### src/rtl/wiper_core.sv
module wiper_core #(
  parameter int WIDTH     = 7,
  parameter int NV_CYCLES = 20,
  parameter int MID       = 64,
  parameter int FACTORY   = 64
) (
  input  logic             clk,
  input  logic             rst_n,
  input  logic             supply_ok,
  input  logic [1:0]       addr,
  input  logic [WIDTH:0]   wdata,
  input  logic             wr_en,
  input  logic             rd_en,
  output logic [WIDTH:0]   rdata,
  output logic             err,
  output logic             nv_busy,
  output logic [WIDTH-1:0] wiper
);
  localparam int DW = WIDTH + 1;
  localparam int CW = $clog2(NV_CYCLES + 1);
  localparam logic [DW-1:0] SEL_WIPER = DW'(1) << WIDTH;
  localparam logic [CW-1:0] CNT_LOAD  = CW'(NV_CYCLES);

  logic             run_q;
  logic [WIDTH-1:0] wiper_q, nv_q;
  logic [DW-1:0]    acr_q;
  logic [CW-1:0]    cnt_q;

  wire access  = wr_en | rd_en;
  wire reject  = access & (!run_q | !supply_ok | (addr == 2'd0 && cnt_q != '0));
  wire do_wr   = wr_en & !reject;
  wire do_rd   = rd_en & !reject;
  wire nv_mode = (acr_q == '0);
  wire wr0     = do_wr && addr == 2'd0;
  wire nv_wr   = wr0 & nv_mode;
  wire acr_ok  = (wdata == '0) || (wdata == SEL_WIPER);

  assign wiper   = wiper_q;
  assign nv_busy = (cnt_q != '0);

  always_ff @(posedge clk or negedge rst_n) begin
    if (!rst_n) begin
      run_q   <= 1'b0;
      wiper_q <= WIDTH'(MID);
    end else if (!supply_ok) begin
      run_q   <= 1'b0;
      wiper_q <= WIDTH'(MID);
    end else if (!run_q) begin
      run_q   <= 1'b1;
      wiper_q <= nv_q;
    end else if (wr0) begin
      wiper_q <= wdata[WIDTH-1:0];
    end
  end

  always_ff @(posedge clk or negedge rst_n) begin
    if (!rst_n) begin
      nv_q  <= WIDTH'(FACTORY);
      cnt_q <= '0;
    end else if (nv_wr) begin
      nv_q  <= wdata[WIDTH-1:0];
      cnt_q <= CNT_LOAD;
    end else if (cnt_q != '0) begin
      cnt_q <= cnt_q - 1'b1;
    end
  end

  always_ff @(posedge clk or negedge rst_n) begin
    if (!rst_n)
      acr_q <= '0;
    else if (do_wr && addr == 2'd2 && acr_ok)
      acr_q <= wdata;
  end

  always_ff @(posedge clk or negedge rst_n) begin
    if (!rst_n) begin
      rdata <= '0;
      err   <= 1'b0;
    end else begin
      err <= reject;
      if (do_rd) begin
        case (addr)
          2'd0:    rdata <= {1'b0, nv_mode ? nv_q : wiper_q};
          2'd2:    rdata <= acr_q;
          default: rdata <= '0;
        endcase
      end
    end
  end
endmodule


### config.mk
export PLATFORM = sky130hd
export DESIGN_NAME = wiper_core
export DESIGN_NICKNAME = d
export VERILOG_FILES = /design/src/rtl/wiper_core.sv
export SDC_FILE = /design/constraint.sdc
export NUM_CORES = 1
export LEC_CHECK = 0
export BUFFER_PORTS_ARGS = -buffer_cell sky130_fd_sc_hd__buf_2
export CAP_MARGIN = 10
export CORE_MARGIN = 2
export CORE_UTILIZATION = 50
export DETAILED_ROUTE_END_ITERATION = 16
export PLACE_DENSITY = 0.72
export SLEW_MARGIN = 20
export SYNTH_ARGS = -nofsm -noshare
export SYNTH_HDL_FRONTEND = slang
export SYNTH_SLANG_ARGS = --single-unit
### constraint.sdc
create_clock -name clk -period 3.54 [get_ports clk]
set_input_delay 0.177 -clock clk [delete_from_list [all_inputs] [get_ports clk]]
set_output_delay 0.177 -clock clk [all_outputs]
set_load 0.03 [all_outputs]
# Word level (Yosys, flattened, before mapping)
# Cells that the tools add are included.
# totals
reg_bits	37
latchBits	0
ramBits	0
mem_bits_ro	0
input_bits	15
out_inout_bits	17
elab_cells	39
memories	0
# op_classes
add_sub_neg	1
multipliers	0
div_mod_pow	0
magnitude_cmp	0
n_eq_ne	3
shift	0
muxes	8
n_bitwise	7
reduce_logical	13
# ops
operator	count
two-way mux 7 bit	4
zero test 8 bit	2
case mux 8 bit (2 select lines)	1
two-way mux 5 bit	2
== test 8 bit (second input constant)	1
nonzero test 5 bit	1
subtractor 5 x 1 -> 5 bit (second input constant)	1
bitwise AND 1 bit	4
logical AND 1 bit	4
zero test 1 bit	3
inequality test 3 x 2 -> 1 bit (second input constant)	1
bitwise OR 1 bit	3
== test 2 bit (second input constant)	1
zero test 2 bit	1
nonzero test 2 bit	1
logical OR 1 bit	1
two-way mux 1 bit	1

# Longest topological paths before layout
# Gate-level depths: netlist of run 1.
# depth
ltp_word	10
ltp_mapped	8
mapped_depth_nobuf	7

# Worst setup path after synthesis of run 1
# No wires, ideal clock.
# synth_path
kind	register -> register
start	register cnt_q[0]
end	register rdata[0]
setup_ns	0.122
arrival_time_ns	1.759
t_required_ns	3.418
setup_slack_ns	1.659
path_stages_with_launch	9
cell_sequence	dfrtp_1 inv_1 ha_1 nor4b_2 inv_2 a21o_1 buf_2 mux2i_1 a21oi_1
# synth_via
elab_chain_cells	6
# synth_lines
item	line	source
start, declared	27	logic [CW-1:0] cnt_q;
start signal, assigned	64	cnt_q <= cnt_q - 1'b1;
nonzero test 5 bit	--	
net nv_busy	16	output logic nv_busy,
logical AND 1 bit	30	wire reject = access & (!run_q | !supply_ok | (addr == 2'd0 && cnt_q != '0));
bitwise OR 1 bit	30	
bitwise AND 1 bit	30	
zero test 1 bit	32	wire do_rd = rd_en & !reject;
bitwise AND 1 bit	32	
end signal, assigned	83	2'd0: rdata <= {1'b0, nv_mode ? nv_q : wiper_q};
end signal, assigned	84	2'd2: rdata <= acr_q;
end, declared	14	output logic [WIDTH:0] rdata,
# The timed path passes the listed nets, and every way through them passes these cells.
# A chain may end at the register's enable or synchronous reset.

# Final worst setup path of run 1
# layout_path
start	register cnt_q[0]
end	register wiper_q[6], in the netlist wiper[6]
# layout_via
elab_chain_cells	8
# layout_lines
item	line	source
nonzero test 5 bit	30	
logical AND 1 bit	30	
bitwise OR 1 bit	30	
bitwise AND 1 bit	30	
zero test 1 bit	31	wire do_wr = wr_en & !reject;
bitwise AND 1 bit	31	
logical AND 1 bit	34	wire wr0 = do_wr && addr == 2'd0;
inequality test 3 x 2 -> 1 bit (no line)	--	
end signal, assigned	44	wiper_q <= WIDTH'(MID);
end signal, assigned	47	wiper_q <= WIDTH'(MID);
end signal, assigned	50	wiper_q <= nv_q;
end, declared	25	logic [WIDTH-1:0] wiper_q, nv_q;
# Every way passes these cells.

==> results of run 1 <==
[synth_stat cells, drive strengths merged]
| cell type | number | area [µm²] |
|---|---|---|
| dfrtp | 35 | 875.8 |
| nand2 | 27 | 101.4 |
| mux2 | 17 | 214.0 |
| o21ai | 13 | 65.06 |
| nor2 | 12 | 47.55 |
| o41ai | 12 | 105.1 |
| and2 | 7 | 43.79 |
| nor2b | 7 | 43.79 |
| a21oi | 5 | 25.02 |
| buf | 5 | 52.55 |
| clkbuf | 5 | 18.77 |
| inv | 5 | 18.76 |
| nor3 | 3 | 15.01 |
| a21o | 2 | 15.01 |
| dfstp | 2 | 52.55 |
| ha | 2 | 25.02 |
| mux2i | 2 | 20.02 |
| or4 | 2 | 22.52 |
| a211o | 1 | 8.760 |
| a211oi | 1 | 7.510 |
| a31oi | 1 | 6.260 |
| and3 | 1 | 6.260 |
| and4 | 1 | 11.26 |
| nand3 | 1 | 5.000 |
| nand4 | 1 | 6.260 |
| nor4 | 1 | 6.260 |
| nor4b | 1 | 15.01 |
| xor2 | 1 | 8.760 |
[what timing repair did]
item,4_1_cts,5_1_grt
hold buffers,1,0
endpoints found under the setup margin,0,0
endpoints found under the hold margin,19,0
buffers inserted,0,0
[final cells by class]
class / count / share of cell area, %
inverters: 5 / 0.8945
clock buffers: 7 / 4.592
well taps: 48 / 2.862
repair buffers: 32 / 7.871
clock inverters: 1 / 0.2385
multi-input cells: 121 / 39.30
flip-flops and latches: 37 / 44.25
[per-stage QoR]
stage | power [W] | util (%)
2_1_floorplan | 0.0007626 | -
3_3_place_gp | 0.0008327 | 55.10
3_5_place_dp | 0.0008481 | 55.10
4_1_cts | 0.001176 | 58.19
5_1_grt | 0.001228 | 58.19
6_report | 0.001165 | 58.19
[where the power goes]
group	leakage [nW]	switching [W]	internal, W	total [W]
sequential	0.485	0.0000624	0.000492	0.000554
clock	0.0542	0.000147	0.000176	0.000323
combinational	0.480	0.000158	0.000130	0.000288
total	1.02	0.000367	0.000798	0.00116
[path summary, 6_finish.rpt]
path / from / end / slack (ns) / depth (start not counted)
max: cnt_q[0] / wiper[6] / 1.38 / 5
min: supply_ok / run_q / 0.11 / 1
max reg2reg: cnt_q[0] / wiper[6] / 1.38 / 5
min reg2reg: rdata[2] / rdata[2] / 0.47 / 2
max in group asynchronous: rst_n / wiper[2] / 2.52 / 2
min in group asynchronous: rst_n / rdata[7] / 0.51 / 2
[registers in the layout (all words and copies together), names as in the netlist]
| signal | flops |
|---|---|
| run_q | 1 |
| nv_q | 7 |
| wiper | 7 |
| err | 1 |
| acr_q | 8 |
| rdata | 8 |
| cnt_q | 5 |
[cell families (layout without fill, tap and decap cells)]
kind of cell | Yosys count | after routing
compound gates | 35 | 35
simple gates | 64 | 64
buf+inv | 15 | 45
fa+ha+maj | 2 | 2
mux | 19 | 19
xor+xnor | 1 | 1
flops | 37 | 37
[per-layer routing]
| metal | track usage, % | share of wire [%] | vias up |
|---|---|---|---|
| met2 | 32.22 | 48 | 45 |
| met3 | 6.771 | 5.3 | 5 |
| li1 | - | - | 665 |
| met1 | 25.96 | 45 | 683 |
| met5 | 0 | 0 | - |
| met4 | 7.447 | 1.6 | 0 |
==> results.json, run 1 <==
{
  "hpwlAfterDp_mm": 2.770,
  "routedWlPerCell_um": 15.18,
  "flops_latches_synth": 37,
  "floorplan.rows": 22,
  "irDropWorstVdd_mv": 0.2589,
  "drive_above_1_share_pct": 31.03,
  "numPortBuffers": 31,
  "critical_path_arrival_ns": 2.38,
  "clock_latency_ns": 0.29,
  "cell_with_the_largest_stage_delay_on_the_worst_path": "sky130_fd_sc_hd__a31oi_1",
  "cts_max_level": 2,
  "layout.cells.most_common": "sky130_fd_sc_hd__dfrtp_1",
  "worstSetupEndpointType": "flop",
  "post_synth_inst_count": 173,
  "relSlewSlack_pct": 35.33,
  "muxShareOfSynthArea_pct": 12.70,
  "hold_viol_final": 0,
  "first_global_vias": 1356,
  "globalplace.congestion": 0.7962,
  "drt-pass1-iter-count": 4,
  "synth-seq-area-share_pct": 50.37,
  "initial_core_util_pct": 51.11,
  "finalCriticalPeriod_ns": 2.163,
  "cts_tree": "yes",
  "maxCapViolCount": 0,
  "layout.cell_area.non_filler_mm2": 0.002098,
  "grt_setup_unrepaired": "no",
  "path_class": "flop to flop",
  "cts-buffers-inserted": 5,
  "grt.overflow.total": 0,
  "synth_top_family_by_area": "simple AND/OR/NAND/NOR gates",
  "path_buf_inv": 1,
  "fin_worst_skew_ns": 0.007408,
  "fp.dieArea_mm2": 0.004187,
  "grt_start_max_net_pins": 38,
  "synth_simple_gate_area_share_pct": 17.58,
  "antennaDiodeCount": 0,
  "setup_ws_ns": 1.377,
  "worst-path-max-fanout": 13,
  "vias": 1398,
  "period_share_pct": 61.11,
  "avgViaCountPerCell": 5.570,
  "cts-root-to-sink-buffers": 2,
  "synth_fa_ha_area_share_pct": 1.358,
  "most-common-layout-cells": "sky130_fd_sc_hd__dfrtp_1 (35), sky130_fd_sc_hd__buf_2 (31), sky130_fd_sc_hd__nand2_1 (27), sky130_fd_sc_hd__o41ai_1 (12), sky130_fd_sc_hd__nor2_1 (11)",
  "yosys.area_share.xor_xnor_pct": 0.4752,
  "synth_nets": 190,
  "die_height_um": 64.71,
  "hold-worst-slack_ns": 0.1103,
  "multi_input_gate_area_in_the_final_layout_um2": 824.5,
  "post_synth_num_cell_types": 35,
  "grtUsageTotal_pct": 20.36,
  "worst_ep_required_time_ns": 3.76,
  "die_width_um": 64.71,
  "cts_root_buf": "sky130_fd_sc_hd__clkbuf_8",
  "tightestPinTransition_ns": 0.9656,
  "post_cts_resized": 0,
  "placed_cells": 242,
  "core_mm2": 0.003606,
  "route.detailed.drc": 0,
  "dpl_cell_area_mm2": 0.001987,
  "final-instance-count-excl-fill": 251,
  "power_per_cell_area_mw_per_mm2": 555.1,
  "final_max_slew_viol_count": 0,
  "timing.critical_path.slowest_cell_delay_ns": 0.79,
  "synth_area_per_cell_um2": 10.65,
  "hold_class": "input port to flop",
  "finalSetupViolations": 0,
  "io-pin-count": 32,
  "tritoncts_num_sinks": 37,
  "leakage_nw": 1.020,
  "timing.critical_path.max_delay_family": "compound AO/OA/AOI/OAI gates",
  "synth_compound_gate_area_share_pct": 12.63,
  "syn-cell-area_mm2": 0.001843,
  "launching_element_type_of_the_critical_path": "flop",
  "route.final.wire_length_mm": 3.810,
  "grt_first_pass_wirelength_mm": 6.361,
  "timing.fmax_mhz": 462.2,
  "yosys_warnings": 0,
  "first_iter_violations": 133,
  "dp_slack_ns": 1.410,
  "critical_path.cell_chain": "inv_1 > ha_1 > nor4b_2 > a31oi_1 > mux2_2",
  "finalSetupTns_ns": 0,
  "syn_to_final_growth_pct": 13.85,
  "antenna_found_initial": 0,
  "outcome": "complete, no violations",
  "route.antenna.remaining_nets": 0,
  "seq_area_um2": 928.4,
  "num-nets-final": 219,
  "path_clk_slew_ns": 0.07,
  "n_fill_cell": 316
}
Power figures use the tool's default switching activity.
==> inputs of run 2 (changes only) <==
--- a/config.mk
+++ b/config.mk
@@ -10,7 +10,7 @@
 export CORE_MARGIN = 2
 export CORE_UTILIZATION = 50
 export DETAILED_ROUTE_END_ITERATION = 16
-export PLACE_DENSITY = 0.72
+export PLACE_DENSITY = 0.75
 export SLEW_MARGIN = 20
 export SYNTH_ARGS = -nofsm -noshare
 export SYNTH_HDL_FRONTEND = slang
==> constraint.sdc (replaced) <==
create_clock -name clk -period 1.8 [get_ports clk]
set_input_delay 0.09 -clock clk [delete_from_list [all_inputs] [get_ports clk]]
set_output_delay 0.09 -clock clk [all_outputs]
set_load 0.03 [all_outputs]
==> results.json, run 2 (same netlist as run 1, synthesis figures left out) <==
{
  "finalSetupViolations": 8,
  "netSwitchingPower_w": 0.0007896,
  "launching_element_type_of_the_critical_path": "flop",
  "hold_path_end": "run_q",
  "first_global_vias": 1513,
  "cell_with_the_largest_stage_delay_on_the_worst_path": "sky130_fd_sc_hd__or4_4",
  "irDropWorstVdd_mv": 0.4607,
  "route.detailed.drc": 0,
  "numPortBuffers": 31,
  "critical_path_arrival_ns": 2.02,
  "antennaDiodeCount": 0,
  "avgViaCountPerCell": 5.511,
  "sw_frac_of_total_pct": 32.85,
  "tightestPinTransition_ns": 0.8405,
  "final_cell_utilization_of_the_core_pct": 65.34,
  "grt.overflow.total": 0,
  "cts-buffers-inserted": 5,
  "most-common-layout-cells": "sky130_fd_sc_hd__dfrtp_1 (35), sky130_fd_sc_hd__buf_2 (32), sky130_fd_sc_hd__nand2_1 (27), sky130_fd_sc_hd__buf_4 (21), sky130_fd_sc_hd__nor2_1 (11)",
  "die_width_um": 64.71,
  "power_frac_seq_pct": 45.7,
  "global_route.peak_usage_layer": "met2",
  "use_met3_pct": 5.035,
  "n_fill_cell": 288,
  "globalplace.congestion": 0.8419,
  "cts_tree": "yes",
  "min_from": "supply_ok",
  "tritoncts_num_sinks": 37,
  "reg2reg_setup_slack_ns": -0.05,
  "fp.dieArea_mm2": 0.004187,
  "worst-path-max-fanout": 8,
  "fin_worst_skew_ns": 0.006029,
  "relSlewSlack_pct": 43.97,
  "maxCapViolCount": 0,
  "hold_class": "input port to flop",
  "path_class": "flop to flop",
  "timing.critical_path.slowest_cell_delay_ns": 0.57,
  "routedWlPerCell_um": 16.01,
  "power.share.clock_pct": 23.1,
  "floorplan.rows": 22,
  "grt_first_pass_wirelength_mm": 6.865,
  "vias": 1510,
  "cts_max_level": 2,
  "hold_viol_final": 0,
  "comb_power_share_pct": 31.2,
  "final_max_slew_viol_count": 0,
  "reg_top3": "acr_q x8, rdata x8",
  "worstSetupEndpointType": "flop",
  "antenna_found_initial": 0,
  "syn_to_final_growth_pct": 27.83,
  "groute.layer.met1.usage_pct": 25.74,
  "worst_r2r_startpoint": "acr_q[0]",
  "totalPowerFinal_w": 0.002403,
  "critical_path.cell_chain": "or4_4 > nor2_4 > and4_4 > mux2_4",
  "initial_core_util_pct": 51.11,
  "hpwlAfterDp_mm": 3.127,
  "worst_r2r_path_depth": 4,
  "cts-root-to-sink-buffers": 2,
  "layout.cells.most_common": "sky130_fd_sc_hd__dfrtp_1",
  "first_iter_violations": 103,
  "power_per_cell_area_mw_per_mm2": 1020,
  "core_mm2": 0.003606,
  "grt_setup_unrepaired": "yes",
  "finalCriticalPeriod_ns": 1.854,
  "route.antenna.remaining_nets": 0,
  "whs_path_depth": 1,
  "cellInternalPower_w": 0.001614,
  "outcome": "finished, violations left",
  "grt_start_max_net_pins": 38,
  "path_clk_slew_ns": 0.07,
  "io-pin-count": 32,
  "route.final.wire_length_mm": 4.387,
  "die_height_um": 64.71,
  "setup_ws_ns": -0.05401,
  "num-nets-final": 242,
  "violations": "negative setup slack",
  "period_share_pct": 103.0,
  "rr_endpoint": "nv_q[2]",
  "cts_root_buf": "sky130_fd_sc_hd__clkbuf_8",
  "leakage_nw": 1.159,
  "grtUsageTotal_pct": 21.62,
  "clock_latency_ns": 0.29,
  "drive_above_1_share_pct": 42.92,
  "gr-usage-met2_pct": 37.11,
  "drt-pass1-iter-count": 4,
  "timing.fmax_mhz": 539.4,
  "worst_ep_required_time_ns": 1.97
}
-- run 2: worst max path at each step --
stage | from | to | cells past startpoint
4_1_cts | acr_q[5] | nv_q[2] | 4
3_5_place_dp | cnt_q[0] | rdata[6] | 6
3_3_place_gp | acr_q[5] | nv_q[4] | 4
5_1_grt | acr_q[6] | nv_q[6] | 4
6_report | acr_q[0] | nv_q[2] | 4
2_1_floorplan | acr_q[5] | nv_q[0] | 5
-- run 2: cell type report --
| class | count | area (µm²) | share of cell area [%] |
|---|---|---|---|
| Timing Repair Buffer | 55 | 339.1 | 14.39 |
| Multi-Input combinational cell | 121 | 929.6 | 39.46 |
| Sequential cell | 37 | 928.4 | 39.41 |
| Tap cell | 48 | 60.06 | 2.549 |
| Clock buffer | 8 | 80.08 | 3.399 |
| Inverter | 5 | 18.77 | 0.7966 |
-- run 2: repair_timing --
item | in CTS | in global routing
setup buffers | 3 | 2
hold endpoints to repair | 35 | 0
hold buffers | 1 | 0
cloned | 0 | 1
pin swaps | 2 | 9
resized for setup | 5 | 16
endpoints found under the setup margin | 15 | 21
-- run 2: power by group through the flow --
stage	registers, W	logic [W]	clock network (W)
3_3_place_gp	0.00110	0.000611	0
3_5_place_dp	0.00111	0.000641	0
4_1_cts	0.00109	0.000698	0.000568
6_report	0.00110	0.000751	0.000555
2_1_floorplan	0.00115	0.000367	0
5_1_grt	0.00111	0.000822	0.000603
-- run 2: per-layer routing --
metal  wire [µm]  up-vias
met3         186        8
met2        2265       41
met5           0        -
li1            -      717
met4          69        0
met1        1866      744
-- run 2: worst max-delay path, delay by kind of cell (launching register included) --
kind | cells | cell delay, ns
simple gates | 3 | 1.02
mux | 1 | 0.32
flops | 1 | 0.38
-- run 2: per-stage QoR --
step	TNS, ns	hold WS [ns]	cells	instance area (µm²)	setup WS (ns)
5_1_grt	-0.5606	0.02314	274	2356	-0.07991
3_3_place_gp	0	0.2048	259	2128	0.01436
2_1_floorplan	-0.2347	-0.2056	173	1857	-0.03911
6_report	-0.2867	0.03135	274	2356	-0.05401
4_1_cts	-0.08624	0.02556	271	2267	-0.02269
3_5_place_dp	-0.4952	0.2316	259	2128	-0.06629
==> inputs of run 3 (changes only) <==
--- a/config.mk
+++ b/config.mk
@@ -10,6 +10,7 @@
 export CORE_MARGIN = 2
 export CORE_UTILIZATION = 50
 export DETAILED_ROUTE_END_ITERATION = 16
+export MAX_ROUTING_LAYER = met4
 export PLACE_DENSITY = 0.75
 export SLEW_MARGIN = 20
 export SYNTH_ARGS = -nofsm -noshare
==> results.json, run 3 (same netlist as run 1, synthesis figures left out) <==
{
  "cts_root_buf": "sky130_fd_sc_hd__clkbuf_8",
  "antennaDiodeCount": 0,
  "path_clk_slew_ns": 0.07,
  "worstSetupEndpointType": "flop",
  "clock_latency_ns": 0.29,
  "outcome": "finished, violations left",
  "cts-buffers-inserted": 5,
  "period_share_pct": 102.9,
  "first_iter_violations": 94,
  "finalSetupViolations": 8,
  "hold_viol_final": 0,
  "antenna_found_initial": 0,
  "route.antenna.remaining_nets": 0,
  "fin_worst_skew_ns": 0.006097,
  "grt_first_pass_wirelength_mm": 6.872,
  "dp_slack_ns": -0.06629,
  "die_height_um": 64.71,
  "layout.cells.most_common": "sky130_fd_sc_hd__dfrtp_1",
  "drive_above_1_share_pct": 42.92,
  "worst-path-max-fanout": 8,
  "worst_r2r_startpoint": "acr_q[0]",
  "drt-pass1-iter-count": 4,
  "num-nets-final": 242,
  "worst_r2r_path_depth": 4,
  "leakage_nw": 1.159,
  "tightestPinTransition_ns": 0.8189,
  "core_mm2": 0.003606,
  "avgViaCountPerCell": 5.493,
  "cts-root-to-sink-buffers": 2,
  "irDropWorstVdd_mv": 0.4621,
  "cts_max_level": 2,
  "whs_path_depth": 1,
  "grt.overflow.total": 0,
  "maxCapViolCount": 0,
  "floorplan.rows": 22,
  "grtUsageTotal_pct": 22.21,
  "grt_start_max_net_pins": 38,
  "hold_class": "input port to flop",
  "vias": 1505,
  "hpwlAfterDp_mm": 3.127,
  "setup_ws_ns": -0.05219,
  "globalplace.congestion": 0.8550,
  "hold_path_end": "run_q",
  "numPortBuffers": 31,
  "reg_top3": "acr_q x8, rdata x8",
  "grt_setup_unrepaired": "yes",
  "timing.fmax_mhz": 539.9,
  "die_width_um": 64.71,
  "final-instance-count-excl-fill": 274,
  "rr_endpoint": "nv_q[2]",
  "syn_to_final_growth_pct": 27.83,
  "tritoncts_num_sinks": 37,
  "first_global_vias": 1513,
  "routedWlPerCell_um": 15.94,
  "cts_tree": "yes",
  "initial_core_util_pct": 51.11,
  "most-common-layout-cells": "sky130_fd_sc_hd__dfrtp_1 (35), sky130_fd_sc_hd__buf_2 (32), sky130_fd_sc_hd__nand2_1 (27), sky130_fd_sc_hd__buf_4 (21), sky130_fd_sc_hd__nor2_1 (11)",
  "fp.dieArea_mm2": 0.004187,
  "route.detailed.drc": 0,
  "route.final.wire_length_mm": 4.368,
  "finalCriticalPeriod_ns": 1.852,
  "reg2reg_setup_slack_ns": -0.05,
  "launching_element_type_of_the_critical_path": "flop",
  "final_max_slew_viol_count": 0,
  "critical_path_arrival_ns": 2.02,
  "power_per_cell_area_mw_per_mm2": 1022,
  "io-pin-count": 32,
  "placed_cells": 259,
  "relSlewSlack_pct": 45.41,
  "min_from": "supply_ok",
  "path_class": "flop to flop",
  "worst_ep_required_time_ns": 1.97,
  "violations": "negative setup slack"
}
==> run 3: cell counts in the layout (fill, tap and decap cells not counted) <==
Identical to the previous run, type by type.
==> run 3: layer usage <==
metal / share of wire (%) / GRT usage (%)
met4: 1.6 / 9.574
met1: 43 / 25.51
met3: 3.4 / 4.861
met2: 52 / 37.50
met5: 0 / -
==> run 3: how the worst max path moves through the flow <==
stage,cells past startpoint,endpoint,slack (ns),start
after floorplan,5,nv_q[0],-0.04,acr_q[5]
after global placement,4,nv_q[4],0.01,acr_q[5]
after detailed placement,6,rdata[6],-0.07,cnt_q[0]
after CTS,4,nv_q[2],-0.02,acr_q[5]
after global routing,4,nv_q[6],-0.08,acr_q[6]
final,4,nv_q[2],-0.05,acr_q[0]
==> run 3: final cells by class <==
type                       instances  area, µm²
multi-input combinational        121      929.6
sequential                        37      928.4
timing repair buffer              55      339.1
inverter                           5      18.77
clock buffer                       8      80.08
fill                             288       1250
tap                               48      60.06
==> run 3: what timing repair did <==
action                                  in CTS  in global routing
hold endpoints to repair                    35                  0
resized for setup                            5                 16
hold buffers                                 1                  0
buffers inserted                             3                  2
pin swaps                                    2                  9
cloned                                       0                  1
endpoints found under the setup margin      15                 21
==> run 3: worst max-delay path, stage by stage (launching register included) <==
cell                      delay (ns)
sky130_fd_sc_hd__dfrtp_1        0.38
sky130_fd_sc_hd__or4_4          0.57
sky130_fd_sc_hd__nor2_4         0.11
sky130_fd_sc_hd__and4_4         0.34
sky130_fd_sc_hd__mux2_4         0.32
==> run 3: metrics by stage <==
stage                     cell area (µm²)  utilization [%]  hold WS (ns)  power, W  TNS [ns]
after CTS                            2267            62.87       0.02556  0.002358  -0.08624
after global placement               2128            59.02        0.2048  0.001714         0
final                                2356            65.34       0.02599  0.002408   -0.2721
after floorplan                      1857                -       -0.2056  0.001521   -0.2347
after global routing                 2356            65.34       0.02311  0.002536   -0.5343
after detailed placement             2128            59.02        0.2316  0.001755   -0.4952
==> run 3: report_power, final <==
group	switching, W	internal [W]
Clock	0.000284	0.000275
Sequential	0.000131	0.000968
Combinational	0.000379	0.000371
Total	0.000794	0.00161
